===== src/rtl/cnv_host_pkg.sv =====
package cnv_host_pkg;
  typedef enum logic [1:0] {
    OP_CONV = 2'd0,
    OP_PPD  = 2'd1,
    OP_FPD  = 2'd2,
    OP_WAKE = 2'd3
  } op_e;

  typedef enum logic [1:0] {
    PM_NORMAL  = 2'd0,
    PM_PARTIAL = 2'd1,
    PM_FULL    = 2'd2
  } pmode_e;

  typedef enum logic [1:0] {
    FR_SINGLE,
    FR_CONT,
    FR_PD,
    FR_WAKE
  } frame_e;

  typedef enum logic [1:0] {
    S_IDLE,
    S_CLK,
    S_GAP
  } seq_state_e;
endpackage


===== src/rtl/cnv_sclk_div.sv =====
module cnv_sclk_div #(
  parameter int DIV_W = 8
) (
  input  logic             clk,
  input  logic             rst_n,
  input  logic             load,
  input  logic [DIV_W-1:0] div_val,
  input  logic             run,
  output logic             tick
);
  logic [DIV_W-1:0] div_q;
  logic [DIV_W-1:0] cnt;

  always_ff @(posedge clk) begin
    if (!rst_n) begin
      div_q <= '0;
      cnt   <= '0;
    end else if (load) begin
      div_q <= div_val;
      cnt   <= '0;
    end else if (run) begin
      if (cnt == div_q) cnt <= '0;
      else              cnt <= cnt + 1'b1;
    end
  end

  assign tick = run && (cnt == div_q);


  cnt_range_chk: assert property (@(posedge clk) disable iff (!rst_n)
    cnt <= div_q);
endmodule


===== src/rtl/cnv_frame_seq.sv =====
module cnv_frame_seq
  import cnv_host_pkg::*;
#(
  parameter int FRAME_EDGES = 16,
  parameter int CONT_EDGE   = 14,
  parameter int PD_EDGE     = 8
) (
  input  logic       clk,
  input  logic       rst_n,
  input  logic       cmd_valid,
  input  logic [1:0] cmd_op,
  output logic       cmd_ready,
  input  logic       run_cont,
  input  logic       out_pending,
  input  logic       tick,
  output logic       div_load,
  output logic       run,
  output logic       shift_en,
  output logic       capture,
  output logic       busy,
  output logic [1:0] pwr_mode,
  output logic       cnv_n,
  output logic       sclk
);
  localparam int EDGE_W = $clog2(FRAME_EDGES + 1);
  localparam logic [EDGE_W-1:0] FRAME_E = EDGE_W'(FRAME_EDGES);
  localparam logic [EDGE_W-1:0] CONT_E  = EDGE_W'(CONT_EDGE);
  localparam logic [EDGE_W-1:0] PD_E    = EDGE_W'(PD_EDGE);

  seq_state_e        st;
  frame_e            kind;
  pmode_e            pmode;
  logic [EDGE_W-1:0] edge_cnt;
  logic              pd_more;
  logic              cnv_q, sclk_q;

  logic   go, go_more, cont_go;
  frame_e go_kind;

  assign cmd_ready = (st == S_IDLE) && !out_pending && !run_cont;
  assign cont_go   = (st == S_IDLE) && !out_pending && run_cont && (pmode == PM_NORMAL);

  always_comb begin
    go      = 1'b0;
    go_kind = FR_SINGLE;
    go_more = 1'b0;
    if (cmd_valid && cmd_ready) begin
      case (cmd_op)
        OP_CONV: go = (pmode == PM_NORMAL);
        OP_PPD: begin
          go      = (pmode == PM_NORMAL);
          go_kind = FR_PD;
        end
        OP_FPD: begin
          go      = (pmode != PM_FULL);
          go_kind = FR_PD;
          go_more = (pmode == PM_NORMAL);
        end
        default: begin
          go      = (pmode != PM_NORMAL);
          go_kind = FR_WAKE;
        end
      endcase
    end else if (cont_go) begin
      go      = 1'b1;
      go_kind = FR_CONT;
    end
  end

  always_ff @(posedge clk) begin
    if (!rst_n) begin
      st       <= S_IDLE;
      kind     <= FR_SINGLE;
      pmode    <= PM_NORMAL;
      edge_cnt <= '0;
      pd_more  <= 1'b0;
      cnv_q    <= 1'b1;
      sclk_q   <= 1'b0;
    end else begin
      case (st)
        S_IDLE: if (go) begin
          st       <= S_CLK;
          kind     <= go_kind;
          pd_more  <= go_more;
          edge_cnt <= '0;
          cnv_q    <= 1'b0;
          sclk_q   <= 1'b0;
        end
        S_CLK: if (tick) begin
          if (!sclk_q) begin
            sclk_q   <= 1'b1;
            edge_cnt <= edge_cnt + 1'b1;
          end else begin
            sclk_q <= 1'b0;
            if (kind == FR_PD && edge_cnt == PD_E) begin
              cnv_q <= 1'b1;
              pmode <= (pmode == PM_NORMAL) ? PM_PARTIAL : PM_FULL;
              if (pd_more) begin
                pd_more <= 1'b0;
                st      <= S_GAP;
              end else begin
                st <= S_IDLE;
              end
            end else if (edge_cnt == FRAME_E) begin
              cnv_q <= 1'b1;
              st    <= S_IDLE;
              if (kind == FR_WAKE) pmode <= PM_NORMAL;
            end else if (kind == FR_CONT && edge_cnt == CONT_E) begin
              cnv_q <= 1'b1;
            end
          end
        end
        S_GAP: if (tick) begin
          cnv_q    <= 1'b0;
          edge_cnt <= '0;
          st       <= S_CLK;
        end
        default: st <= S_IDLE;
      endcase
    end
  end

  assign div_load = (st == S_IDLE) && go;
  assign run      = (st != S_IDLE);
  assign shift_en = (st == S_CLK) && tick && !sclk_q;
  assign capture  = (st == S_CLK) && tick && sclk_q && (edge_cnt == FRAME_E) &&
                    ((kind == FR_SINGLE) || (kind == FR_CONT));
  assign busy     = (st != S_IDLE);
  assign pwr_mode = pmode;
  assign cnv_n    = cnv_q;
  assign sclk     = sclk_q;


  strobe_busy_chk: assert property (@(posedge clk) disable iff (!rst_n)
    !cnv_n |-> busy);

  sclk_quiet_chk: assert property (@(posedge clk) disable iff (!rst_n)
    !busy |-> !sclk);

  edge_bound_chk: assert property (@(posedge clk) disable iff (!rst_n)
    edge_cnt <= FRAME_E);

  pd_edge_cut_chk: assert property (@(posedge clk) disable iff (!rst_n)
    (st == S_CLK && kind == FR_PD) |-> edge_cnt <= PD_E);

  mode_hold_chk: assert property (@(posedge clk) disable iff (!rst_n)
    !$past(busy) |-> $stable(pwr_mode));
endmodule


===== src/rtl/cnv_sample_out.sv =====
module cnv_sample_out #(
  parameter int DATA_W = 12,
  parameter int OUT_W  = 16
) (
  input  logic             clk,
  input  logic             rst_n,
  input  logic             shift_en,
  input  logic             sdata,
  input  logic             capture,
  input  logic             signed_mode,
  input  logic             smp_ready,
  output logic             smp_valid,
  output logic [OUT_W-1:0] smp_data
);
  logic [DATA_W-1:0] sh;
  logic [OUT_W-1:0]  ext;

  always_ff @(posedge clk) begin
    if (!rst_n)        sh <= '0;
    else if (shift_en) sh <= {sh[DATA_W-2:0], sdata};
  end

  generate
    if (OUT_W > DATA_W) begin : g_ext
      assign ext = {{(OUT_W-DATA_W){signed_mode & sh[DATA_W-1]}}, sh};
    end else begin : g_same
      assign ext = sh;
    end
  endgenerate

  always_ff @(posedge clk) begin
    if (!rst_n) begin
      smp_valid <= 1'b0;
      smp_data  <= '0;
    end else if (capture) begin
      smp_valid <= 1'b1;
      smp_data  <= ext;
    end else if (smp_valid && smp_ready) begin
      smp_valid <= 1'b0;
    end
  end


  hold_stall_chk: assert property (@(posedge clk) disable iff (!rst_n)
    (smp_valid && !smp_ready) |=> (smp_valid && $stable(smp_data)));

  capture_free_chk: assert property (@(posedge clk) disable iff (!rst_n)
    capture |-> !smp_valid);
endmodule


===== src/rtl/cnv_host_ctrl.sv =====
module cnv_host_ctrl #(
  parameter int DIV_W       = 8,
  parameter int DATA_W      = 12,
  parameter int OUT_W       = 16,
  parameter int FRAME_EDGES = 16,
  parameter int CONT_EDGE   = 14,
  parameter int PD_EDGE     = 8
) (
  input  logic             clk,
  input  logic             rst_n,
  input  logic [DIV_W-1:0] clk_div,
  input  logic             signed_mode,
  input  logic             run_cont,
  input  logic             cmd_valid,
  output logic             cmd_ready,
  input  logic [1:0]       cmd_op,
  output logic             smp_valid,
  input  logic             smp_ready,
  output logic [OUT_W-1:0] smp_data,
  output logic             busy,
  output logic [1:0]       pwr_mode,
  output logic             cnv_n,
  output logic             sclk,
  input  logic             sdata
);
  logic tick, div_load, run, shift_en, capture;

  cnv_sclk_div #(.DIV_W(DIV_W)) u_div (
    .clk     (clk),
    .rst_n   (rst_n),
    .load    (div_load),
    .div_val (clk_div),
    .run     (run),
    .tick    (tick)
  );

  cnv_frame_seq #(
    .FRAME_EDGES (FRAME_EDGES),
    .CONT_EDGE   (CONT_EDGE),
    .PD_EDGE     (PD_EDGE)
  ) u_seq (
    .clk         (clk),
    .rst_n       (rst_n),
    .cmd_valid   (cmd_valid),
    .cmd_op      (cmd_op),
    .cmd_ready   (cmd_ready),
    .run_cont    (run_cont),
    .out_pending (smp_valid),
    .tick        (tick),
    .div_load    (div_load),
    .run         (run),
    .shift_en    (shift_en),
    .capture     (capture),
    .busy        (busy),
    .pwr_mode    (pwr_mode),
    .cnv_n       (cnv_n),
    .sclk        (sclk)
  );

  cnv_sample_out #(.DATA_W(DATA_W), .OUT_W(OUT_W)) u_out (
    .clk         (clk),
    .rst_n       (rst_n),
    .shift_en    (shift_en),
    .sdata       (sdata),
    .capture     (capture),
    .signed_mode (signed_mode),
    .smp_ready   (smp_ready),
    .smp_valid   (smp_valid),
    .smp_data    (smp_data)
  );
endmodule


===== config.mk =====
export PLATFORM = sky130hd
export DESIGN_NAME = cnv_host_ctrl
export DESIGN_NICKNAME = d
export VERILOG_FILES = /design/src/rtl/cnv_host_pkg.sv /design/src/rtl/cnv_sclk_div.sv /design/src/rtl/cnv_frame_seq.sv /design/src/rtl/cnv_sample_out.sv /design/src/rtl/cnv_host_ctrl.sv
export SDC_FILE = /design/constraint.sdc
export NUM_CORES = 1
export LEC_CHECK = 0
export ABC_CLOCK_PERIOD_IN_PS = 2300
export CORE_MARGIN = 2
export CORE_UTILIZATION = 30
export CTS_BUF_LIST = sky130_fd_sc_hd__clkbuf_4 sky130_fd_sc_hd__clkbuf_8
export CTS_CLUSTER_SIZE = 8
export DETAILED_ROUTE_END_ITERATION = 8
export GPL_ROUTABILITY_DRIVEN = 1
export SLEW_MARGIN = 20
export SYNTH_ARGS = -nofsm -noshare
export SYNTH_HDL_FRONTEND = slang
export SYNTH_SLANG_ARGS = --single-unit

===== constraint.sdc =====
create_clock -name clk -period 2.3 [get_ports clk]
set_input_delay 0.23 -clock clk [delete_from_list [all_inputs] [get_ports clk]]
set_output_delay 0.23 -clock clk [all_outputs]
set_load 0.02 [all_outputs]

### Word level (Yosys, flattened, before mapping)

Cells that the tools add are included.

* output and inout port bits: 23
* bits in registers: 56
* logic and storage cells: 120
* input port bits: 17

* equal/unequal tests: 20
* reductions and logical operators: 40
* bitwise logic cells: 2
* mux-type cells: 44
* $add $sub $neg: 2

Operators by type and width (count)
* $mux W2: 12
* $mux W1: 20
* $mux W5: 4
* $reduce_and A5 Y1: 4
* $logic_and A1 B1 Y1: 15
* $pmux W5 S3: 1
* $reduce_bool A2 Y1: 6
* $eq A5 B4 Y1 const B: 2
* $ne A2 B1 Y1 const B: 5
* $add A8 B1 Y8 const B: 1
* $eq A2 B2 Y1 const B: 4
* $eq A8 B8 Y1: 1
* $logic_not A2 Y1: 4
* $mux W8: 1
* $eq A2 B1 Y1 const B: 3
* $pmux W1 S2: 3
* $pmux W2 S3: 1
* $reduce_and A6 Y1: 1
* $reduce_or A2 Y1: 3
* $add A5 B1 Y5 const B: 1
* $eq A5 B5 Y1 const B: 1
* $ne A2 B2 Y1 const B: 2
* $ne A4 B1 Y1 const B: 1
* $pmux W2 S2: 1
* 9 further kinds: 11

### Depth between registers and ports, before layout

Gate-level depths: netlist of the first run.

* word-level depth: 8
* gate-level depth with buffers: 8
* depth with buffers taken out: 7

### By module

Synthesis of the first run repeated with hierarchy kept, for this count alone.

* cells, all modules: 267
* area, all modules: 2658.8 µm²

By module, submodules not included
* cnv_sample_out: cells each 87, area each 1012.2 µm², instances 1, sequential area each 520.5 µm²
* cnv_frame_seq: cells each 106, area each 905.9 µm², instances 1, sequential area each 280.3 µm²
* cnv_sclk_div: cells each 74, area each 740.7 µm², instances 1, sequential area each 320.3 µm²

### Least setup slack after synthesis of the first run

No wires, ideal clock.

* path type: reg-to-reg
* start: register u_out.smp_valid
* end: register u_div.div_q[0]
* arrival time: 2.199 ns
* stages on the path, launching flop included: 7
* slack: -0.027 ns
* buffers on the path: 1
* data required time: 2.172 ns
* clock period less this slack: 2.327 ns
* cell sequence: dfxtp_1 > nor4_1 > nand2_1 > o21ai_2 > buf_6 > mux2i_1 > nor2_1

* elaborated cells on any way between the ends: 9
* those cells by class: 2 x mux; 7 x reduce/logical

RTL lines
* from (decl): RTL line cnv_sample_out.sv:12 `output logic smp_valid,`
* from (signal assigned): RTL line cnv_sample_out.sv:33 `smp_valid <= 1'b0;`
* from (signal assigned): RTL line cnv_sample_out.sv:36 `smp_valid <= 1'b1;`
* from (signal assigned): RTL line cnv_sample_out.sv:39 `smp_valid <= 1'b0;`
* $logic_not A1 Y1: RTL line cnv_frame_seq.sv:40 `assign cmd_ready = (st == S_IDLE) && !out_pending && !run_cont;`
* $logic_and A1 B1 Y1 (2 in series): RTL line cnv_frame_seq.sv:40
* named net cmd_ready: RTL line cnv_host_ctrl.sv:15 `output logic cmd_ready,`
* $logic_and A1 B1 Y1: RTL line cnv_frame_seq.sv:47 `if (cmd_valid && cmd_ready) begin`
* $mux W1: RTL line cnv_frame_seq.sv:47
* $logic_and A1 B1 Y1: RTL line cnv_frame_seq.sv:123 `assign div_load = (st == S_IDLE) && go;`
* to (signal assigned): RTL line cnv_sclk_div.sv:19 `div_q <= div_val;`
* to (decl): RTL line cnv_sclk_div.sv:11 `logic [DIV_W-1:0] div_q;`

The timed path passes the listed nets, and every way through them passes these cells.
A chain may end at the register's enable or synchronous reset.

### Final worst setup path of the first run

* start: register u_div.cnt[1]
* end: register u_seq.cnv_q, in the netlist u_seq.cnv_n

* longest elaborated chain between the ends: 4
* elaborated cells on any way between the ends: 5
* those cells by class: 3 x eq/ne; 2 x reduce/logical

Ends and longest elaborated chain
* from (decl): RTL line cnv_sclk_div.sv:12 `logic [DIV_W-1:0] cnt;`
* from (signal assigned): RTL line cnv_sclk_div.sv:23 `else cnt <= cnt + 1'b1;`
* $eq A8 B8 Y1 (*): RTL line cnv_sclk_div.sv:27 `assign tick = run && (cnt == div_q);`
* $logic_and A1 B1 Y1 (*): RTL line cnv_sclk_div.sv:27
* $ne A2 B1 Y1 (no source line)
* $reduce_and A6 Y1 (no source line) (*)
* to (signal assigned): RTL line cnv_frame_seq.sv:77 `cnv_q <= 1'b1;`
* to (signal assigned): RTL line cnv_frame_seq.sv:86 `cnv_q <= 1'b0;`
* to (signal assigned): RTL line cnv_frame_seq.sv:96 `cnv_q <= 1'b1;`
* to (decl): RTL line cnv_frame_seq.sv:35 `logic cnv_q, sclk_q;`

Mark *: on every way between the ends. The rest lies on a longest branch, timed or not.

==> results of run 1 <==
## placed cells by master, fill, tap and decap left out, drive strengths merged, types with 2 or more instances in the layout
cell	instances
dfxtp	56
nand2	44
clkdlybuf4s50	39
nand3	37
a21oi	25
o21ai	18
nor2	17
buf	13
xor2	10
mux2i	9
clkbuf	6
nand4	5
inv	5
nor4	5
nand2b	4
a31oi	4
ha	4
and2	4
or3	3
a21o	3
nor3	3
a211oi	3
nand4b	2
nor3b	2
nor2b	2
a311oi	2
xnor2	2
o22ai	2
a211o	2
o2111a	2
or4	2
## area by class of cell
class | count | area [sq um] | share of cell area (%)
Clock inverter | 2 | 35.03 | 1.092
Sequential cell | 56 | 1121 | 34.96
Tap cell | 105 | 131.4 | 4.097
Timing Repair Buffer | 52 | 488.0 | 15.22
Multi-Input combinational cell | 224 | 1336 | 41.67
Clock buffer | 6 | 76.32 | 2.380
Inverter | 5 | 18.77 | 0.5853
## power breakdown
group	switching (uW)	leakage, uW	total [uW]	internal [uW]
combinational	182	0.000658	311	129
clock	317	0.0000586	653	336
sequential	25.9	0.000454	1020	992
total	525	0.00117	1980	1460
## critical path: cells and delay by family (launching register included)
family | cells | cell delay, ps
AND/OR/NAND/NOR | 2 | 830
flip-flops | 1 | 460
XOR/XNOR | 1 | 140
buffers and inverters | 1 | 160
AO/OA/AOI/OAI | 2 | 370
## logic make-up after synthesis
logic type,Yosys count,share of synthesized area (%)
AO/OA/AOI/OAI,67,15.93
AND/OR/NAND/NOR,132,25.96
buffers and inverters,25,4.919
XOR/XNOR,12,4.092
multiplexers,9,3.507
flip-flops,56,43.64
adder cells (fa/ha/maj),4,1.948
## state kept, by name, indices dropped and copies added, names as in the netlist
| name | count |
|---|---|
| u_seq.edge_cnt | 5 |
| u_seq.cnv_n | 1 |
| u_seq.st | 2 |
| u_seq.pd_more | 1 |
| u_out.smp_valid | 1 |
| u_out.sh | 12 |
| u_seq.sclk | 1 |
| u_seq.kind | 2 |
| u_div.div_q | 8 |
| u_seq.pwr_mode | 2 |
| u_div.cnt | 8 |
| u_out.smp_data | 13 |
## through the flow
stage / TNS [ps] / utilization, % / power [uW]
floorplan: 0 / - / 1238
global placement: 0 / 37.38 / 1347
detailed placement: -49.60 / 37.38 / 1350
CTS: 0 / 38.73 / 2004
global route: 0 / 38.83 / 2077
finish: 0 / 38.83 / 1982
## how the worst max path moves through the flow
| stage | start | end |
|---|---|---|
| floorplan | u_out.smp_valid | u_div.div_q[0] |
| global placement | run_cont | u_seq.cnv_n |
| detailed placement | run_cont | u_seq.cnv_n |
| CTS | u_seq.st[0] | u_seq.cnv_n |
| global route | u_div.cnt[2] | u_seq.edge_cnt[2] |
| finish | u_div.cnt[1] | u_seq.cnv_n |
## what timing repair did
action,CTS,global route
endpoints found under the setup margin,0,2
gates resized for setup,0,2
hold buffers,0,0
buffers inserted,0,0
## metal layers
| layer | wire length (microns) | vias up | part of all wire (%) |
|---|---|---|---|
| met5 | 0 | - | 0 |
| met4 | 32 | 0 | 0.53 |
| met3 | 206 | 5 | 3.4 |
| met2 | 2837 | 31 | 47 |
| met1 | 2959 | 1042 | 49 |
| li1 | - | 1161 | - |
==> out/qor.csv, run 1 <==
metric,value,unit
Rows,33,
placed instance area,3087,sq um
leakage,0.001170,uW
number of global-route vias before repair,2101,
Initial DRC Count,124,
Synth Register Bits,56,
Port Buffers,39,
via count,2239,
"EDFF count, synth",0,
final instance area,3207,sq um
r2r startpoint,u_div.cnt[1],
Synth Area per Inst,8.422,sq um
R2R setup slack,240,ps
Total Routing Usage GR,13.48,%
Tmin final,2059,ps
maximum vdd ir drop,0.0002901,V
Placed Cells,442,
pre-CTS WS,-49.60,ps
initial antenna violation count,0,
fillers,849,
WL/cell,13.41,microns
critical path arrival,2260,ps
Worst Setup End Kind,register,
GR Layer Usage met3,3.026,%
r2r worst-path depth,6,
DRC,0,
worst hold endpoint,u_out.smp_data[10],
"CTS clk-pin slew, worst paths",100,ps
Max Buffers Root-to-Sink,2,
worst skew pair latency,310,ps
Pre-antenna DRT Iters,4,
post-route ant nets,0,
RSZ-0062 raised after global routing,no,
fmax,0.4857,GHz
# diodes,0,
Post-Route Skew,14.74,ps
chip height,96.54,microns
HPWL Detailed,4354,microns
global-route track usage on met2,21.76,%
Final period util,89.52,%
min-delay src,u_out.smp_data[10],
routed wire length,6035,microns
Fin Hold WS,464.5,ps
share of layout cells above drive strength 1,8.116,%
relative max-transition margin,56.60,%
"Slew Viols, Final",0,
GRT Max-Usage Layer,met2,
Hold Path Class,register to register,
pin count of the biggest net entering global routing,28,
GPL Wtd Cong,0.7472,
synth cell count leaders,"56 x dfxtp_1, 43 x nand2_1, 37 x nand3_1",
CP required,2500,ps
clk root buf,clkbuf_8,
final std cells w/o fill,450,
Least-Margin Pin Slew,645.1,ps
most common cell in the netlist,dfxtp_1,
Main synth FF type,dfxtp_1,
Pwr per Cell Area,618.1,nW/um^2
P&R area growth vs syn,24.84,%
Setup WS post-layout,241.1,ps
Final Hold Fails,0,
critical path's largest stage delay,490,ps
GRT overflow,0,
largest area contributor in the netlist,dfxtp_1,
DIE WIDTH,96.54,microns
IO Pins,40,
met1 Track Usage GR,18.79,%
RR Endpoint,u_seq.cnv_n,
largest cells by area after synthesis,"dfxtp_1 44%, nand3_1 7.2%, nand2_1 6.3%, a21oi_1 4.9%, mux2i_1 3.5%",
Setup CP Type,register to register,
die area,9319,sq um
"FFs w/ async S/R, synth",0,%
"Seq/Total Area, Yosys",43.64,%
status,"finished, final reports clean",
first-pass GRT wire length,9991,microns
Initial Utilization,31.11,%
synth warn,0,
Gate Count Post-Synth,305,
max_cap viols,0,
crit path max-delay cell type,nor4_4,
clk sinks,56,
crit-path cells,xor2_1 > nor4_4 > and2_2 > buf_4 > a21oi_1 > a211o_1,
net count reported at finish,365,
WHS Path Cells,2,
H-tree Lvls,2,
top-area cell type share of the netlist area,43.64,%
Syn Nets,326,
core area,8258,sq um
CTS tree,yes,
count of cell types in the netlist,46,
Post-Syn Area,2569,sq um
final setup fails,0,
Startpoint Class,register,
total CTS buffers,5,
Crit Path Max Fanout,8,
vias per cell,4.976,
(Power assumes the default switching activity.)
==> inputs of run 2 (changes only) <==
--- a/config.mk
+++ b/config.mk
@@ -12,6 +12,8 @@
 export CTS_CLUSTER_SIZE = 8
 export DETAILED_ROUTE_END_ITERATION = 8
 export GPL_ROUTABILITY_DRIVEN = 1
+export SKIP_CTS_REPAIR_TIMING = 1
+export SKIP_LAST_GASP = 1
 export SLEW_MARGIN = 20
 export SYNTH_ARGS = -nofsm -noshare
 export SYNTH_HDL_FRONTEND = slang
==> results of run 2 <==
The final DEF is identical to that of run 1; final timing and power are the same.
==> inputs of run 3 (changes only) <==
--- a/config.mk
+++ b/config.mk
@@ -13,7 +13,6 @@
 export DETAILED_ROUTE_END_ITERATION = 8
 export GPL_ROUTABILITY_DRIVEN = 1
 export SKIP_CTS_REPAIR_TIMING = 1
-export SKIP_LAST_GASP = 1
 export SLEW_MARGIN = 20
 export SYNTH_ARGS = -nofsm -noshare
 export SYNTH_HDL_FRONTEND = slang
==> constraint.sdc (replaced) <==
create_clock -name clk -period 2.3 [get_ports clk]
set_input_delay 0.46 -clock clk [delete_from_list [all_inputs] [get_ports clk]]
set_output_delay 0.46 -clock clk [all_outputs]
set_load 0.02 [all_outputs]
==> run 3 against run 2 <==
Flip-flop and latch count stayed put. Sequential power hardly changed. Critical endpoint is now busy. Largest cell class unchanged. Critical path type is now register to primary output. Routed wire length down 2.5%. Setup slack lost 42 ps. Via count increased by 1.1%.
==> out/qor.csv, run 3 (same netlist as run 1, synthesis figures left out) <==
metric,value,unit,change
Final period util,91.34,%,was 89.52%
Placed Cells,447,,was 442
max_cap viols,0,,unchanged
GRT overflow,0,,unchanged
clk root buf,clkbuf_8,,unchanged
final std cells w/o fill,454,,was 450
share of layout cells above drive strength 1,8.883,%,was 8.116%
Worst Setup End Kind,primary output,,was register
top flop regs,"u_out.smp_data x13, u_out.sh x12",,unchanged
Tmin final,2101,ps,was 2059 ps
"most common cell after layout, fill and taps aside",dfxtp_1,,unchanged
H-tree Lvls,2,,unchanged
net count reported at finish,370,,was 365
Startpoint Class,register,,unchanged
max reg flops,13,,unchanged
Final Hold Fails,0,,unchanged
Least-Margin Pin Slew,356.7,ps,was 645.1 ps
CTS tree,yes,,unchanged
Pre-antenna DRT Iters,4,,unchanged
Initial Utilization,31.11,%,unchanged
RSZ-0062 raised after global routing,no,,unchanged
Final Util,39.12,%,was 38.83%
die area,9319,sq um,unchanged
Reg area,1121,sq um,unchanged
status,"finished, final reports clean",,unchanged
via count,2264,,was 2239
clk sinks,56,,unchanged
final setup fails,0,,unchanged
Hold Path Class,register to register,,unchanged
Port Buffers,39,,unchanged
setup TNS,0,ps,unchanged
critical path arrival,1640,ps,was 2260 ps
GPL Wtd Cong,0.8022,,was 0.7472
"Slew Viols, Final",0,,unchanged
Total Routing Usage GR,13.27,%,was 13.48%
initial antenna violation count,0,,unchanged
core area,8258,sq um,unchanged
Setup CP Type,register to primary output,,was register to register
Post-Route Skew,4.754,ps,was 14.74 ps
chip height,96.54,microns,unchanged
Top reg by flops,u_out.smp_data,,unchanged
Pwr per Cell Area,588.8,nW/um^2,was 618.1 nW/um^2
fmax,0.4760,GHz,was 0.4857 GHz
HPWL Detailed,4338,microns,was 4354 microns
number of global-route vias before repair,2148,,was 2101
first-pass GRT wire length,9901,microns,was 9991 microns
leakage,0.001196,uW,was 0.001170 uW
Crit Path Max Fanout,9,,was 8
routed wire length,5882,microns,was 6035 microns
WL/cell,12.96,microns,was 13.41 microns
"CTS clk-pin slew, worst paths",100,ps,about the same
Multi-input gate area,1328,sq um,was 1336 sq um
total CTS buffers,5,,unchanged
vias per cell,4.987,,was 4.976
# diodes,0,,unchanged
post-route ant nets,0,,unchanged
Rows,33,,unchanged
pin count of the biggest net entering global routing,28,,unchanged
Fin Hold WS,464.5,ps,about the same
CP required,1840,ps,was 2500 ps
IO Pins,40,,unchanged
Max Buffers Root-to-Sink,2,,unchanged
fillers,855,,was 849
relative max-transition margin,76.22,%,was 56.60%
DRC,0,,unchanged
"commonest non-fill, non-tap cells in the layout","56 x dfxtp_1, 43 x nand2_1, 38 x clkdlybuf4s50_1",,"was 56 x dfxtp_1, 43 x nand2_1, 39 x clkdlybuf4s50_1"
DIE WIDTH,96.54,microns,unchanged
worst skew pair latency,300,ps,was 310 ps
P&R area growth vs syn,25.77,%,was 24.84%
Initial DRC Count,143,,was 124
maximum vdd ir drop,0.0002772,V,was 0.0002901 V
-- run 3: changes by cell type in the layout (fill, tap and decap cells not counted), sizes merged --
| cell | delta |
|---|---|
| buf | +5 |
| bufinv | -1 |
| clkdlybuf4s50 | -1 |
| dlymetal6s2s | +1 |
-- run 3: path summary, 6_finish.rpt --
path                       from                  to  slack, ps  cells past startpoint
max                 u_seq.st[0]                busy        200                      3
min          u_out.smp_data[11]  u_out.smp_data[11]        460                      2
max reg2reg        u_div.cnt[1]         u_seq.st[0]        400                      6
min reg2reg  u_out.smp_data[11]  u_out.smp_data[11]        460                      2
-- run 3: final cells by class --
type / count / area share [%]
multi-input combinational: 224 / 41.09
clock inverter: 1 / 0.2711
clock buffer: 6 / 2.556
sequential: 56 / 34.70
tap: 105 / 4.067
inverter: 5 / 0.5809
timing repair buffer: 57 / 16.73
-- run 3: per-layer routing --
metal | GRT usage [%] | wire length, microns | vias to the layer above
met5 | 0 | 0 | -
met4 | 3.756 | 69 | 0
met3 | 3.258 | 222 | 8
met2 | 22.40 | 2867 | 32
met1 | 16.83 | 2723 | 1054
li1 | - | - | 1170
-- run 3: where the power goes --
group          internal, uW  leakage, uW  total [uW]  switching (uW)
clock                   241    0.0000473         551             310
combinational           148     0.000695         333             185
sequential              992     0.000454        1020            26.3
-- run 3: critical path, cell delays in order (launching register included) --
cell and delay, ps:
dfxtp_1 520, nor2_1 120, inv_1 90, clkdlybuf4s50_1 600
-- run 3: through the flow --
stage / power (uW) / worst slack [ps] / instance area, sq um
finish: 1902 / 199.1 / 3231
global route: 1996 / 110.2 / 3231
CTS: 1927 / 30.12 / 3228
detailed placement: 1375 / 34.73 / 3137
global placement: 1374 / 69.86 / 3137
floorplan: 1238 / 265.8 / 2575
